`src/rtl/serial_cmd_rx.sv`:
```
module serial_cmd_rx #(
  parameter bit IDLE_HIGH  = 1'b1,
  parameter bit LSB_FIRST  = 1'b0,
  parameter int SYNC_DEPTH = 2,
  parameter int CODE_W     = 8
) (
  input  logic                clk,
  input  logic                rst_n,
  input  logic                cs_n,
  input  logic                sck,
  input  logic                sdi,
  output logic                ready,
  output logic                evt_valid,
  output logic [1:0]          evt_kind,
  output logic [CODE_W-3:0]   evt_phrase,
  output logic                evt_bad
);
  localparam int PHR_W = CODE_W - 2;
  localparam int CNT_W = $clog2(CODE_W);
  localparam logic [CNT_W-1:0] LAST = CNT_W'(CODE_W - 1);

  logic [SYNC_DEPTH-1:0] cs_sy, sck_sy, sd_sy;
  logic                  sck_prev, done_q;
  logic [CNT_W-1:0]      cnt;
  logic [CODE_W-1:0]     shreg, nxt;

  wire sel  = ~cs_sy[SYNC_DEPTH-1];
  wire sckl = sck_sy[SYNC_DEPTH-1];
  wire bitv = sd_sy[SYNC_DEPTH-1];
  wire rise = sel & ~done_q & sckl & ~sck_prev;
  wire last = rise & (cnt == LAST);

  assign ready = sel & ~done_q;

  generate
    if (LSB_FIRST) begin : g_lsb
      assign nxt = {bitv, shreg[CODE_W-1:1]};
    end else begin : g_msb
      assign nxt = {shreg[CODE_W-2:0], bitv};
    end
  endgenerate

  wire top_set = |nxt[CODE_W-1:CODE_W-2];

  always_ff @(posedge clk or negedge rst_n) begin
    if (!rst_n) begin
      cs_sy  <= '1;
      sck_sy <= {SYNC_DEPTH{IDLE_HIGH}};
      sd_sy  <= '0;
    end else begin
      cs_sy  <= {cs_sy[SYNC_DEPTH-2:0], cs_n};
      sck_sy <= {sck_sy[SYNC_DEPTH-2:0], sck};
      sd_sy  <= {sd_sy[SYNC_DEPTH-2:0], sdi};
    end
  end

  always_ff @(posedge clk or negedge rst_n) begin
    if (!rst_n) begin
      sck_prev <= IDLE_HIGH;
      cnt      <= '0;
      shreg    <= '0;
      done_q   <= 1'b0;
    end else if (!sel) begin
      sck_prev <= IDLE_HIGH;
      cnt      <= '0;
      done_q   <= 1'b0;
    end else begin
      sck_prev <= sckl;
      if (rise) begin
        shreg <= nxt;
        cnt   <= last ? '0 : cnt + 1'b1;
        if (last) done_q <= 1'b1;
      end
    end
  end

  always_ff @(posedge clk or negedge rst_n) begin
    if (!rst_n) begin
      evt_valid  <= 1'b0;
      evt_bad    <= 1'b0;
      evt_kind   <= 2'd0;
      evt_phrase <= '0;
    end else begin
      evt_valid <= last & ~top_set;
      evt_bad   <= last & top_set;
      if (last) begin
        evt_phrase <= nxt[PHR_W-1:0];
        evt_kind   <= (nxt[PHR_W-1:1] != '0) ? 2'd2 : {1'b0, nxt[0]};
      end
    end
  end


  valid_bad_excl_chk: assert property (@(posedge clk) disable iff (!rst_n)
    !(evt_valid && evt_bad));

  play_phrase_min_chk: assert property (@(posedge clk) disable iff (!rst_n)
    (evt_valid && evt_kind == 2'd2) |-> (evt_phrase >= 2));

  ready_drop_chk: assert property (@(posedge clk) disable iff (!rst_n)
    (evt_valid || evt_bad) |-> !ready);

  deselect_clear_chk: assert property (@(posedge clk) disable iff (!rst_n)
    !sel |=> (cnt == '0));

  single_pulse_chk: assert property (@(posedge clk) disable iff (!rst_n)
    (evt_valid || evt_bad) |=> !(evt_valid || evt_bad));
endmodule

```
`config.mk`:
```
export PLATFORM = sky130hd
export DESIGN_NAME = serial_cmd_rx
export DESIGN_NICKNAME = d
export VERILOG_FILES = /design/src/rtl/serial_cmd_rx.sv
export SDC_FILE = /design/constraint.sdc
export NUM_CORES = 1
export LEC_CHECK = 0
export CORE_MARGIN = 3
export CORE_UTILIZATION = 35
export DETAILED_ROUTE_END_ITERATION = 6
export SYNTH_ARGS = -nofsm -noshare
export SYNTH_HDL_FRONTEND = slang
export SYNTH_SLANG_ARGS = --single-unit
```
`constraint.sdc`:
```
create_clock -name clk -period 5.5 [get_ports clk]
set_clock_uncertainty 0.2 [all_clocks]
set_input_delay 1.1 -clock clk [delete_from_list [all_inputs] [get_ports clk]]
set_output_delay 1.1 -clock clk [all_outputs]
set_load 0.1 [all_outputs]
```
==> impl_metrics.json <==
{
  "status": "completed",
  "die_h_um": 60.5,
  "hold_violations": 0,
  "clkTransAtPathRegs_ps": 150,
  "grt_pass1_vias": 515,
  "internal_power_uw": 316,
  "cts_made_buffers": 3,
  "ys_seq_area_share_pct": 67.9,
  "cts_setup_buffers": 0,
  "synth_cell_types": 21,
  "drive_gt1_share_pct": 28.7,
  "nets": 95,
  "ys_ff_latch": 28,
  "postRouteAntennaNets": 0,
  "max_slew.worst_pin.slew_ps": 971,
  "grt_max_degree": 29,
  "syn-num-nets": 75,
  "utilization_pct": 45.6,
  "timing.final.crit_period_ps": 3320,
  "slowest_stage": "clkdlybuf4s50_1",
  "wl_mm": 1.51,
  "vias": 557,
  "dp_hpwl_um": 988,
  "maxCapViolations": 0,
  "critical_path_class": "reg2out",
  "crit_path_cell_trace": "nor2_1 > clkdlybuf4s50_1",
  "max-clock-path-buffers": 2,
  "grt.total_usage_pct": 8.96,
  "cp_max_fo": 3,
  "fillCellCount": 256,
  "cts_resized": 0,
  "netlist_area_um2": 1040,
  "rows": 19,
  "cp_slowest_stage_delay_ps": 1130,
  "n_antenna_cell": 0,
  "p_sw_uw": 86.8,
  "fmax_mhz": 302,
  "cts_hold_buf": 0,
  "syn_inst": 68,
  "initial_core_util_pct": 37.1,
  "fp.dieW_um": 60.5,
  "finalSetupViolCount": 0,
  "route.detailed.drc": 0,
  "dieArea_um2": 3660,
  "cts_tree": "built",
  "seqPwrFrac_pct": 59.1,
  "yosys_warnings": 0,
  "synthTopCellsByArea": "dfrtp_1 (55%), mux2_2 (13%), dfstp_2 (13%), nor2_1 (2.5%), ha_1 (2.4%)",
  "slew_violations": 0,
  "port_buffers": 15,
  "cts_sinks": 28,
  "r2r_setup_slack_ps": 3320,
  "crit_required_ps": 4200,
  "clock_power_share_pct": 32.8,
  "synth_top_area_share_pct": 55.3,
  "avgSynthCellArea_um2": 15.3,
  "drtIter0Drc": 20,
  "grt_pass1_wl_mm": 2.37,
  "grt_antenna_before_repair": 0,
  "setup.worst_path.start_class": "flop",
  "combPwrFrac_pct": 8.1,
  "p_sw_share_pct": 21.5,
  "hp-class": "reg2reg",
  "wl_per_cell_um": 12.8,
  "p_per_area_nw_per_um2": 315,
  "h-tree-depth": 1,
  "yosysTopAreaCell": "dfrtp_1",
  "min_period_over_period_pct": 60.3,
  "ir_worst_vdd_uv": 120,
  "rsz0062_at_grt": "false",
  "leakage_nw": 0.607,
  "first_pass_iters": 4,
  "gr-total-overflow": 0,
  "setup_tns_ps": 0,
  "io_pins": 16,
  "total_power_uw": 403,
  "cts_root_buf": "clkbuf_4",
  "endpoint_kind": "output pin",
  "arrival_ps": 2020,
  "clk-insertion-delay-late_ps": 330,
  "place_congestion": 0.691,
  "slew_headroom_pct": 35.0,
  "vias_per_cell": 4.72,
  "syn2layout_area_growth_pct": 22.8,
  "coreArea_um2": 2810
}
layer usage:
metal	track usage, %	up-vias	share of wire, %
li1	-	274	-
met1	12.0	266	51
met2	12.8	13	43
met3	1.91	4	4.0
met4	6.50	0	2.7
met5	0	-	0
registers in the layout (all words and copies together) (netlist names), 2 cells and up:
signal / cells
evt_phrase: 6
sd_sy: 2
cnt: 3
cs_sy: 2
shreg: 7
sck_sy: 2
evt_kind: 2
power groups by stage:
stage / clock, mW / combinational, mW / sequential [mW]
final: 0.132 / 0.0328 / 0.238
after floorplan: 0 / 0.0237 / 0.238
after global routing: 0.146 / 0.0368 / 0.240
after detailed placement: 0 / 0.0335 / 0.242
after CTS: 0.138 / 0.0337 / 0.239
after global placement: 0 / 0.0333 / 0.242
final cells by class:
type / count / area [um2] / area share (%)
Clock inverter: 1 / 30.0 / 2.35
Multi-Input combinational cell: 39 / 323 / 25.2
Timing Repair Buffer: 16 / 158 / 12.3
Clock buffer: 3 / 22.5 / 1.76
Tap cell: 31 / 38.8 / 3.03
Sequential cell: 28 / 707 / 55.3
placed cells by master, fill, tap and decap left out, drive strengths merged:
cell type      instances
dfstp                  5
clkdlybuf4s50         15
nand2b                 2
ha                     2
mux2i                  1
a21o                   1
a22o                   1
mux2                  12
o21ai                  2
or4                    1
dfrtp                 23
and3                   1
nor2                   7
nor3                   1
nor4b                  1
a31oi                  1
bufinv                 1
clkbuf                 3
buf                    1
nand2                  2
a21oi                  2
or2                    1
nand3b                 1
stage by stage:
| step | cells | setup slack, ps | cell area (um2) | hold WS [ps] |
|---|---|---|---|---|
| after floorplan | 68 | 2520 | 1040 | 131 |
| after global placement | 114 | 2560 | 1230 | 133 |
| after detailed placement | 114 | 2550 | 1230 | 135 |
| after CTS | 118 | 2160 | 1280 | 168 |
| after global routing | 118 | 2100 | 1280 | 171 |
| final | 118 | 2180 | 1280 | 167 |
final timing paths:
kind                            depth (start not counted)  startpoint            end
worst min-delay path                                    0    sd_sy[0]       sd_sy[1]
worst max-delay path                                    2      done_q          ready
min in group asynchronous                               2       rst_n         cnt[2]
max in group asynchronous                               2       rst_n       sck_prev
worst min register to register                          0    sd_sy[0]       sd_sy[1]
worst max register to register                          3   sck_sy[1]  evt_phrase[2]
Yosys cell counts, drive strengths merged:
cell / number
mux2i: 1
dfrtp: 23
nand2b: 2
nand2: 2
a22o: 1
nand3b: 1
a21oi: 2
a21o: 1
dfstp: 5
o21ai: 2
a31oi: 1
and3: 1
nor4b: 1
mux2: 12
ha: 2
nor3: 1
nor2: 7
or4: 1
buf: 1
or2: 1
logic make-up after synthesis:
logic type | count (synthesis) | share of synthesized area (%)
fa+ha+maj | 2 | 2.40
simple gates | 17 | 10.6
compound gates | 7 | 4.09
flops | 28 | 67.9
buf+inv | 1 | 1.08
mux | 13 | 13.9
critical path: cells and delay by family (launching register included):
family	cells	cell delay [ps]
buffers and inverters	1	1130
and+or+nand+nor	1	110
DFF	1	450
No activity file was read; power rests on OpenSTA's default activity.
